==> src/rtl/eeprom_cfg_loader_pkg.sv <==
package eeprom_cfg_loader_pkg;

  typedef enum logic [1:0] {L_IDLE, L_LO, L_HI, L_END} link_st_t;

  typedef enum logic [2:0] {F_DETECT, F_DWAIT, F_READ, F_RWAIT, F_EMIT, F_DONE} fsm_st_t;

  typedef struct packed {
    logic       more;
    logic [6:0] off;
    logic [7:0] val;
  } rec_t;

  localparam int HDR_LIST_N = 5;
  localparam logic [6:0] HDR_LIST [HDR_LIST_N] = '{7'h2E, 7'h2F, 7'h3D, 7'h42, 7'h43};

endpackage

==> src/rtl/eeprom_cfg_hdr_filter.sv <==
module eeprom_cfg_hdr_filter
  import eeprom_cfg_loader_pkg::*;
(
  input  logic [6:0] off_i,
  output logic       ok_o
);
  logic [HDR_LIST_N-1:0] hit;

  for (genvar g = 0; g < HDR_LIST_N; g++) begin : g_cmp
    assign hit[g] = (off_i == HDR_LIST[g]);
  end

  assign ok_o = |hit;
endmodule

==> src/rtl/eeprom_cfg_wire_link.sv <==
module eeprom_cfg_wire_link
  import eeprom_cfg_loader_pkg::*;
#(
  parameter int HALF   = 2,
  parameter int MIN_AW = 6,
  parameter int MAX_AW = 8,
  parameter int WORD_W = 16,
  localparam int AWW   = $clog2(MAX_AW + 1)
)(
  input  logic              clk_i,
  input  logic              rst_ni,
  input  logic              go_i,
  input  logic              detect_i,
  input  logic [AWW-1:0]    aw_i,
  input  logic [MAX_AW-1:0] addr_i,
  output logic              done_o,
  output logic              miss_o,
  output logic [AWW-1:0]    aw_o,
  output logic [WORD_W-1:0] word_o,
  output logic              ee_cs_o,
  output logic              ee_sk_o,
  output logic              ee_di_o,
  input  logic              ee_do_i
);
  localparam int TW = $clog2(HALF + 1);
  localparam int CW = $clog2(MAX_AW + WORD_W + 4);

  link_st_t          st;
  logic [TW-1:0]     tim;
  logic [CW-1:0]     cnt;
  logic [CW-1:0]     nbits;
  logic              in_data;
  logic              det_q;
  logic [AWW-1:0]    awq;
  logic [MAX_AW-1:0] addr_q;

  // bit count of address sent, valid once the command bits are out
  assign nbits = cnt - CW'(2);

  function automatic logic cmd_bit(input int p, input int aw, input logic [MAX_AW-1:0] a);
    int idx;
    if (p < 2) return 1'b1;
    if (p == 2) return 1'b0;
    idx = aw - 1 - (p - 3);
    if (idx >= 0 && idx < MAX_AW) return a[idx];
    return 1'b0;
  endfunction

  always_ff @(posedge clk_i or negedge rst_ni) begin
    if (!rst_ni) begin
      st <= L_IDLE; tim <= '0; cnt <= '0; in_data <= 1'b0; det_q <= 1'b0;
      awq <= '0; addr_q <= '0; done_o <= 1'b0; miss_o <= 1'b0; aw_o <= '0;
      word_o <= '0; ee_cs_o <= 1'b0; ee_sk_o <= 1'b0; ee_di_o <= 1'b0;
    end else begin
      done_o <= 1'b0;
      unique case (st)
        L_IDLE: if (go_i) begin
          ee_cs_o <= 1'b1; ee_sk_o <= 1'b0; ee_di_o <= 1'b1;
          cnt <= '0; in_data <= 1'b0; det_q <= detect_i; miss_o <= 1'b0;
          awq <= detect_i ? AWW'(MAX_AW) : aw_i;
          addr_q <= detect_i ? '0 : addr_i;
          tim <= TW'(HALF - 1); st <= L_LO;
        end
        L_LO: begin
          if (tim == '0) begin
            ee_sk_o <= 1'b1; tim <= TW'(HALF - 1); st <= L_HI;
          end else tim <= tim - 1'b1;
        end
        L_HI: begin
          if (tim != '0) tim <= tim - 1'b1;
          else begin
            ee_sk_o <= 1'b0; tim <= TW'(HALF - 1); st <= L_LO;
            if (in_data) begin
              word_o <= {word_o[WORD_W-2:0], ee_do_i};
              ee_di_o <= 1'b0;
              cnt <= cnt + 1'b1;
              if (cnt == CW'(WORD_W - 1)) st <= L_END;
            end else if (cnt >= CW'(3) && det_q && !ee_do_i && nbits >= CW'(MIN_AW)) begin
              aw_o <= AWW'(nbits); in_data <= 1'b1; cnt <= '0; ee_di_o <= 1'b0;
            end else if (cnt >= CW'(3) && nbits == CW'(awq)) begin
              if (det_q) begin
                miss_o <= 1'b1; st <= L_END;
              end else begin
                in_data <= 1'b1; cnt <= '0;
              end
              ee_di_o <= 1'b0;
            end else begin
              cnt <= cnt + 1'b1;
              ee_di_o <= cmd_bit(int'(cnt) + 1, int'(awq), addr_q);
            end
          end
        end
        L_END: begin
          ee_cs_o <= 1'b0; ee_sk_o <= 1'b0; ee_di_o <= 1'b0;
          if (tim == '0) begin
            done_o <= 1'b1; st <= L_IDLE;
          end else tim <= tim - 1'b1;
        end
        default: st <= L_IDLE;
      endcase
    end
  end
endmodule

==> src/rtl/eeprom_cfg_loader.sv <==
module eeprom_cfg_loader
  import eeprom_cfg_loader_pkg::*;
#(
  parameter int HALF   = 2,
  parameter int MIN_AW = 6,
  parameter int MAX_AW = 8,
  localparam int AWW   = $clog2(MAX_AW + 1),
  localparam int WORD_W = 16
)(
  input  logic       clk_i,
  input  logic       rst_ni,
  output logic       ee_cs_o,
  output logic       ee_sk_o,
  output logic       ee_di_o,
  input  logic       ee_do_i,
  output logic       wr_valid_o,
  input  logic       wr_ready_i,
  output logic       wr_zone_o,
  output logic [6:0] wr_offset_o,
  output logic [7:0] wr_data_o,
  output logic       load_done_o,
  input  logic       cfg_req_i,
  output logic       cfg_retry_o
);
  fsm_st_t           st;
  logic              go_q, det_q, done_q, valid_q;
  logic [AWW-1:0]    aw_q;
  logic [MAX_AW:0]   addr_q, addr_nx, mem_words;
  logic              zone_q, hdr_next_q;
  rec_t              rec_q, link_rec;
  logic              link_done, link_miss, hdr_ok;
  logic [AWW-1:0]    link_aw;
  logic [WORD_W-1:0] link_word;
  logic              more_sel, end_mem, adv_read, adv_switch;

  eeprom_cfg_wire_link #(.HALF(HALF), .MIN_AW(MIN_AW), .MAX_AW(MAX_AW), .WORD_W(WORD_W)) u_link (
    .clk_i(clk_i), .rst_ni(rst_ni), .go_i(go_q), .detect_i(det_q), .aw_i(aw_q),
    .addr_i(addr_q[MAX_AW-1:0]), .done_o(link_done), .miss_o(link_miss), .aw_o(link_aw),
    .word_o(link_word), .ee_cs_o(ee_cs_o), .ee_sk_o(ee_sk_o), .ee_di_o(ee_di_o),
    .ee_do_i(ee_do_i)
  );

  assign link_rec = rec_t'(link_word);

  eeprom_cfg_hdr_filter u_filt (.off_i(link_rec.off), .ok_o(hdr_ok));

  always_comb begin
    more_sel   = (st == F_EMIT) ? rec_q.more : link_rec.more;
    addr_nx    = addr_q + 1'b1;
    mem_words  = (MAX_AW + 1)'(1) << aw_q;
    end_mem    = (addr_nx == mem_words);
    adv_switch = !end_mem && !more_sel && !zone_q && hdr_next_q;
    adv_read   = !end_mem && (more_sel || adv_switch);
  end

  always_ff @(posedge clk_i or negedge rst_ni) begin
    if (!rst_ni) begin
      st <= F_DETECT; go_q <= 1'b0; det_q <= 1'b0; done_q <= 1'b0; valid_q <= 1'b0;
      aw_q <= '0; addr_q <= '0; zone_q <= 1'b0; hdr_next_q <= 1'b0; rec_q <= '0;
    end else begin
      go_q <= 1'b0;
      unique case (st)
        F_DETECT: begin go_q <= 1'b1; det_q <= 1'b1; st <= F_DWAIT; end
        F_DWAIT: if (link_done) begin
          aw_q <= link_aw; addr_q <= (MAX_AW + 1)'(1);
          if (link_miss || link_word == '1) st <= F_DONE;
          else if (link_word[0]) begin
            zone_q <= 1'b0; hdr_next_q <= link_word[1]; st <= F_READ;
          end else if (link_word[1]) begin
            zone_q <= 1'b1; hdr_next_q <= 1'b0; st <= F_READ;
          end else st <= F_DONE;
        end
        F_READ: begin go_q <= 1'b1; det_q <= 1'b0; st <= F_RWAIT; end
        F_RWAIT: if (link_done) begin
          rec_q <= link_rec;
          if (!zone_q || hdr_ok) begin
            valid_q <= 1'b1; st <= F_EMIT;
          end else if (adv_read) begin
            addr_q <= addr_nx; st <= F_READ;
            if (adv_switch) begin zone_q <= 1'b1; hdr_next_q <= 1'b0; end
          end else st <= F_DONE;
        end
        F_EMIT: if (wr_ready_i) begin
          valid_q <= 1'b0;
          if (adv_read) begin
            addr_q <= addr_nx; st <= F_READ;
            if (adv_switch) begin zone_q <= 1'b1; hdr_next_q <= 1'b0; end
          end else st <= F_DONE;
        end
        F_DONE: done_q <= 1'b1;
        default: st <= F_DONE;
      endcase
    end
  end

  assign wr_valid_o  = valid_q;
  assign wr_zone_o   = zone_q;
  assign wr_offset_o = rec_q.off;
  assign wr_data_o   = rec_q.val;
  assign load_done_o = done_q;
  assign cfg_retry_o = cfg_req_i & ~done_q;
endmodule

==> config.mk <==
export PLATFORM = sky130hd
export DESIGN_NAME = eeprom_cfg_loader
export DESIGN_NICKNAME = d
export VERILOG_FILES = /design/src/rtl/eeprom_cfg_loader_pkg.sv /design/src/rtl/eeprom_cfg_hdr_filter.sv /design/src/rtl/eeprom_cfg_wire_link.sv /design/src/rtl/eeprom_cfg_loader.sv
export SDC_FILE = /design/constraint.sdc
export NUM_CORES = 1
export LEC_CHECK = 0
export ABC_AREA = 1
export BUFFER_PORTS_ARGS = -buffer_cell sky130_fd_sc_hd__buf_2
export CAP_MARGIN = 10
export CORE_AREA = 2 2 129 131
export CTS_BUF_LIST = sky130_fd_sc_hd__clkbuf_8
export DETAILED_ROUTE_END_ITERATION = 16
export DIE_AREA = 0 0 131 133
export GPL_ROUTABILITY_DRIVEN = 0
export HOLD_SLACK_MARGIN = 0.02
export PLACE_DENSITY = 0.52
export SETUP_SLACK_MARGIN = 0.02
export SYNTH_ARGS = -nofsm -noshare
export SYNTH_HDL_FRONTEND = slang
export SYNTH_SLANG_ARGS = --single-unit
==> constraint.sdc <==
create_clock -name clk_i -period 4.8 [get_ports clk_i]
set_input_delay 0.24 -clock clk_i [delete_from_list [all_inputs] [get_ports clk_i]]
set_output_delay 0.24 -clock clk_i [all_outputs]
set_load 0.03 [all_outputs]
==> impl_metrics.tcl, run 1 <==
set metrics [dict create \
    synth_area_leaders "dfrtp_1, nand2_1, inv_1" \
    cp_slowest_cell "dfrtp_1" \
    rsz0062_at_grt "false" \
    vias_per_cell 4.62 \
    p_leak_nw 2.65 \
    synth-compound-area-share_pct 13.3 \
    synth_ff_type "dfrtp_1" \
    num_antenna_cells 0 \
    wl_per_cell_um 12.1 \
    cts_sinks 86 \
    dpl_cell_area_mm2 0.00529 \
    num_rows 47 \
    ant_nets 0 \
    cts_resized 0 \
    synthDistinctLibCells 40 \
    antenna_found_initial 0 \
    postSynthAreaPerCell_um2 7.68 \
    slew_headroom_pct 40.7 \
    vias 4131 \
    synth_largest_area_cell "dfrtp_1" \
    synth_warnings 0 \
    die_area_mm2 0.0174 \
    cp_max_fo 8 \
    grt_pass1_wl_um 18600 \
    io_pins 27 \
    hold_class "in -> reg" \
    cts_hold_buffers 1 \
    synthToLayoutAreaGrowth_pct 9.85 \
    crit_chain "ha_1, nand2_1, nor2_1, ha_1, ha_1, ha_1, nand4_1, o211ai_1, ha_1, or2_2, nor2_1, nand4_1, nand2_1, nand2_1, a21oi_1" \
    core_area_mm2 0.0162 \
    hold_depth 3 \
    slew_viol_final 0 \
    htreeDepth 3 \
    drive_gt1_share_pct 10.1 \
    dp_hpwl_um 8160 \
    synthSimpleGateAreaFrac_pct 25.4 \
    ys_seq_elements 86 \
    cp-end-kind "flop" \
    layout.cells.most_common_list "nand2_1, inv_1, dfrtp_1" \
    synth_fa_ha_area_share_pct 6.62 \
    routed_wl_um 10800 \
    synth.top_cell.area_share_pct 42.8 \
    final_cell_area_mm2 0.00552 \
    ys_seq_area_share_pct 42.8 \
    setup_tns_ns 0 \
    die_x_um 131 \
    fmax_ghz 0.312 \
    synth_top_family_by_area "simple AND/OR/NAND/NOR gates" \
    p_per_area_mw_per_mm2 241 \
    syn_nets 686 \
    fin_nets 701 \
    slowest_delay_ns 0.47 \
    grt_pass1_vias 3920 \
    grt_overflow 0 \
    drv_cap 0 \
    min_period_ns 3.21 \
    die_h_um 133 \
    initial_utilization_pct 31.1 \
    path_class "reg -> reg" \
    status "finished clean" \
    cpMostUsedCell "ha_1" \
    finalClockSkew_ns 0.0160 \
    required_ns 5.11 \
    syn-cell-area_mm2 0.00503 \
    cts_tree "done" \
    syn_inst 655 \
    postSynth.asyncResetShare_pct 100 \
    dr.pass1.iters 5 \
    clk_latency_ns 0.37 \
    setup_viol_count_final 0 \
    synth_xor_area_share_pct 1.22 \
    grt_max_degree 71 \
    synth_edf_count 0 \
    ir_drop_v 0.0000991 \
    clockBufferDepth 2 \
    grt.total_usage_pct 13.3 \
    worstSetupStartpointType "flop" \
    arrival_ns 3.51 \
    r2r_cells 15 \
    initialDrtViolationCount 287 \
    final_common_cell "nand2_1" \
    numCtsBuffers 9 \
    finalHoldViolCount 0 \
    post-cts-setup-buffers 0 \
    path_clk_slew_ns 0.10 \
    finalCritPeriodShare_pct 66.8 \
    synthMuxAreaShare_pct 0 \
    worst_pin_slew_ns 0.890 \
    drcViolationCount 0 \
    io_buffer_count 26 \
    root_buffer "clkbuf_8" \
]
## worst paths after layout
check / from / slack (ns) / to
min in group asynchronous: rst_ni / 0.27 / addr_q[8]$_DFFE_PN0P_
max: u_link.cnt[0]$_DFFE_PN0P_ / 1.59 / u_link.ee_di_o$_DFFE_PN0P_
max reg2reg: u_link.cnt[0]$_DFFE_PN0P_ / 1.59 / u_link.ee_di_o$_DFFE_PN0P_
max in group asynchronous: rst_ni / 3.39 / addr_q[0]$_DFFE_PN0P_
min: wr_ready_i / 0.19 / st[0]$_DFFE_PN0P_
min reg2reg: wr_offset_o[1]$_DFFE_PN0P_ / 0.49 / wr_offset_o[1]$_DFFE_PN0P_
## layout make-up
type,count,area (um2)
clock buffers,9,124
clock inverters,7,105
fillers,1732,10600
inverters,99,372
multi-input cells,445,2340
flip-flops and latches,86,2150
well taps,220,275
repair buffers,29,158
## registers in the layout, summed over array words and instances, names as in the netlist, 2 cells and up
name,count
u_link.word_o,16
addr_q,9
u_link.addr_q,8
wr_data_o,8
wr_offset_o,7
u_link.cnt,5
aw_q,4
u_link.aw_o,4
u_link.awq,4
st,3
u_link.st,2
u_link.tim,2
## through the flow
stage / worst slack [ns] / cells / power [mW] / utilization [%] / hold WS [ns]
after detailed placement: 1.61 / 878 / 0.759 / 32.7 / 0.130
after floorplan: 1.83 / 655 / 0.740 / - / -0.0556
after global routing: 1.30 / 895 / 1.38 / 34.2 / 0.194
after global placement: 1.64 / 878 / 0.759 / 32.7 / 0.126
final: 1.59 / 895 / 1.33 / 34.2 / 0.193
after CTS: 1.58 / 895 / 1.35 / 34.2 / 0.181
## synthesized netlist by cell type, types with 2 or more instances
cell type and instances:
nand2_1 178, inv_1 96, dfrtp_1 86, o21ai_0 57
nor2_1 51, nand3_1 29, ha_1 25, a21oi_1 21
buf_4 15, nand4_1 11, clkbuf_1 9, nor3_1 8
o22ai_1 8, o21ai_2 7, nand3b_1 6, or2_2 4
xnor2_1 4, a22oi_1 3, inv_2 3, nand2_2 3
o211ai_1 3, o21ai_1 3, xor2_1 3, a211oi_1 2
a31oi_1 2, a32o_1 2, nand3_2 2, o31ai_1 2
## kinds of logic after synthesis
kind of cell,after synthesis
AOI/OAI and AO/OA,115
xor gates and xnor gates,7
adders and majority gates,26
buffers and inverters,124
DFF,86
and+or+nand+nor,297
## layer usage
metal	wire length (um)	GRT usage [%]	part of all wire, %
met1	5310	17.9	49
met5	0	0	0
met2	5040	21.1	47
met4	136	3.49	1.3
met3	332	3.52	3.1
## worst max-delay path, delay by kind of cell, from the launching register on
family                     cells  cell delay (ns)
AOI/OAI and AO/OA              2             0.33
DFF                            1             0.47
adders and majority gates      5             1.50
and+or+nand+nor                8             0.85
## power by group
part	switching [mW]	internal, mW	total (mW)
logic	0.0160	0.00288	0.0188
clock network	0.289	0.300	0.589
registers	0.000468	0.724	0.725
Power figures use the tool's default switching activity.
==> run 2, diff against run 1 <==
Settings changed: PLACE_DENSITY 0.52 to 0.53.
Clock period 4.8 ns to 2.6 ns, I/O delays scaled along.
==> run 2 against run 1 <==
Compared with the run above:
- the run now ends with setup timing left
- clock skew shrank 0.0047 ns
- cell area grew 5.6%
- sequential share of layout area shrank 2.1 points
- sequential power grew 85%
==> impl_metrics.tcl, run 2 (same netlist as run 1, synthesis figures left out) <==
set metrics [dict create \
    dpl_cell_area_mm2 0.00555 \
    crit_cells 15 \
    path_class "reg -> reg" \
    hp-start "wr_ready_i" \
    power_mw 2.31 \
    layout.cells.most_common_list "nand2_1, inv_1, dfrtp_1" \
    die_area_mm2 0.0174 \
    finalHoldViolCount 0 \
    slowest_delay_ns 0.43 \
    wl_per_cell_um 12.0 \
    grt_max_degree 75 \
    drv_cap 0 \
    crit_start "u_link.cnt[1]$_DFFE_PN0P_" \
    ant_nets 0 \
    arrival_ns 3.18 \
    dp_hpwl_um 8300 \
    hold_class "in -> reg" \
    io_pins 27 \
    htreeDepth 3 \
    antenna_found_initial 0 \
    fmax_ghz 0.348 \
    root_buffer "clkbuf_8" \
    finalCritPeriodShare_pct 111 \
    setup_viol_count_final 1 \
    r2r-start "u_link.cnt[1]$_DFFE_PN0P_" \
    drive_gt1_share_pct 16.2 \
    p_per_area_mw_per_mm2 396 \
    cts_tree "done" \
    dp_slack_ns -0.320 \
    cp-end-kind "flop" \
    critical_path.top_delay_family "adder cells" \
    setup_tns_ns -0.275 \
    grt_overflow 0 \
    initial_utilization_pct 31.1 \
    final_cell_area_mm2 0.00583 \
    slew_viol_final 0 \
    cts_sinks 86 \
    min_period_ns 2.88 \
    vias 4301 \
    hold_depth 3 \
    worst_pin_slew_ns 1.00 \
    core_area_mm2 0.0162 \
    vias_per_cell 4.62 \
    grt_pass1_wl_um 19400 \
    finalClockSkew_ns 0.0113 \
    io_buffer_count 26 \
    num_antenna_cells 0 \
    die_x_um 131 \
    biggestRegsByFlops "u_link.word_o: 16 flops, addr_q: 9 flops" \
    largest_reg_flops 16 \
    cp_slowest_cell "dfrtp_1" \
    grt_pass1_vias 4190 \
    worstSetupStartpointType "flop" \
    violations "setup timing" \
    initialDrtViolationCount 188 \
    layout.cells.non_filler 930 \
    die_h_um 133 \
    clk_latency_ns 0.37 \
    fin_nets 736 \
    p_leak_nw 2.81 \
    r2r_cells 15 \
    num_rows 47 \
    path_clk_slew_ns 0.09 \
    routed_wl_um 11200 \
    crit_buf_inv 0 \
    rsz0062_at_grt "true" \
    drcViolationCount 0 \
    status "finished with violations" \
    required_ns 2.91 \
    regMostFlops "u_link.word_o" \
    synthToLayoutAreaGrowth_pct 16.0 \
    slew_headroom_pct 33.3 \
    place_inst 909 \
    crit_chain "ha_2, nand2_2, nor2_2, ha_1, ha_4, ha_4, nand4_1, o211ai_1, ha_1, or2_4, nor2_2, nand4_1, nand2_1, nand2_1, a21oi_2" \
    cp_max_fo 3 \
    clockBufferDepth 2 \
    fin_ws_ns -0.275 \
    final_common_cell "nand2_1" \
    dr.pass1.iters 4 \
    numCtsBuffers 9 \
    ir_drop_v 0.000312 \
    grt.total_usage_pct 13.8 \
]
[run 2: changes by cell type in the layout (fill, tap and decap cells not counted), sizes merged]
cell	previous run	this run
buf	28	63
clkinv	2	3
bufinv	2	1
[run 2: routing by layer]
metal	vias up	share of wire [%]	track usage, %	wire (um)
met2	60	48	22.5	5340
met4	0	1.5	3.90	167
met3	14	3.1	2.91	343
met1	2029	48	18.4	5350
li1	2198	-	-	-
met5	-	0	0	0
[run 2: final cells by class]
class | instances | area, um2
clock buffers | 9 | 124
clock inverters | 7 | 65.1
fillers | 1703 | 10300
inverters | 99 | 372
multi-input cells | 445 | 2420
flip-flops and latches | 86 | 2150
well taps | 220 | 275
repair buffers | 64 | 420
[run 2: what timing repair did]
action / 4_1_cts / 5_1_grt
endpoints found under the setup margin: 1 / 6
endpoints found under the hold margin: 72 / 0
setup buffers: 3 / 1
pin swaps: 8 / 7
hold buffers: 1 / 0
resized for setup: 6 / 4
[run 2: stage by stage]
stage               util, %  hold WS, ns
floorplan                 -       -0.166
CTS                    35.9       0.0244
global placement       34.3        0.354
global route           36.1       0.0675
detailed placement     34.3        0.371
finish                 36.1       0.0400
[run 2: where the power goes]
group	switching [mW]	leakage (nW)	internal (mW)
combinational	0.0296	1.56	0.00630
sequential	0.000662	1.15	1.34
clock	0.498	0.101	0.439
total	0.529	2.81	1.78
[run 2: final timing paths]
kind | end | slack, ns
max | u_link.ee_di_o$_DFFE_PN0P_ | -0.28
min | st[0]$_DFFE_PN0P_ | 0.04
max reg2reg | u_link.ee_di_o$_DFFE_PN0P_ | -0.28
min reg2reg | wr_offset_o[6]$_DFFE_PN0P_ | 0.48
max in group asynchronous | u_link.word_o[11]$_DFFE_PN0P_ | 1.42
min in group asynchronous | u_link.ee_di_o$_DFFE_PN0P_ | 0.42
[run 2: worst register-to-register path, cell delays in order, from the launching register on]
cell and delay (ns):
dfrtp_1 0.43, ha_2 0.21, nand2_2 0.06, nor2_2 0.04, ha_1 0.33, ha_4 0.24, ha_4 0.27, nand4_1 0.07
o211ai_1 0.25, ha_1 0.27, or2_4 0.22, nor2_2 0.07, nand4_1 0.09, nand2_1 0.07, nand2_1 0.06, a21oi_2 0.14
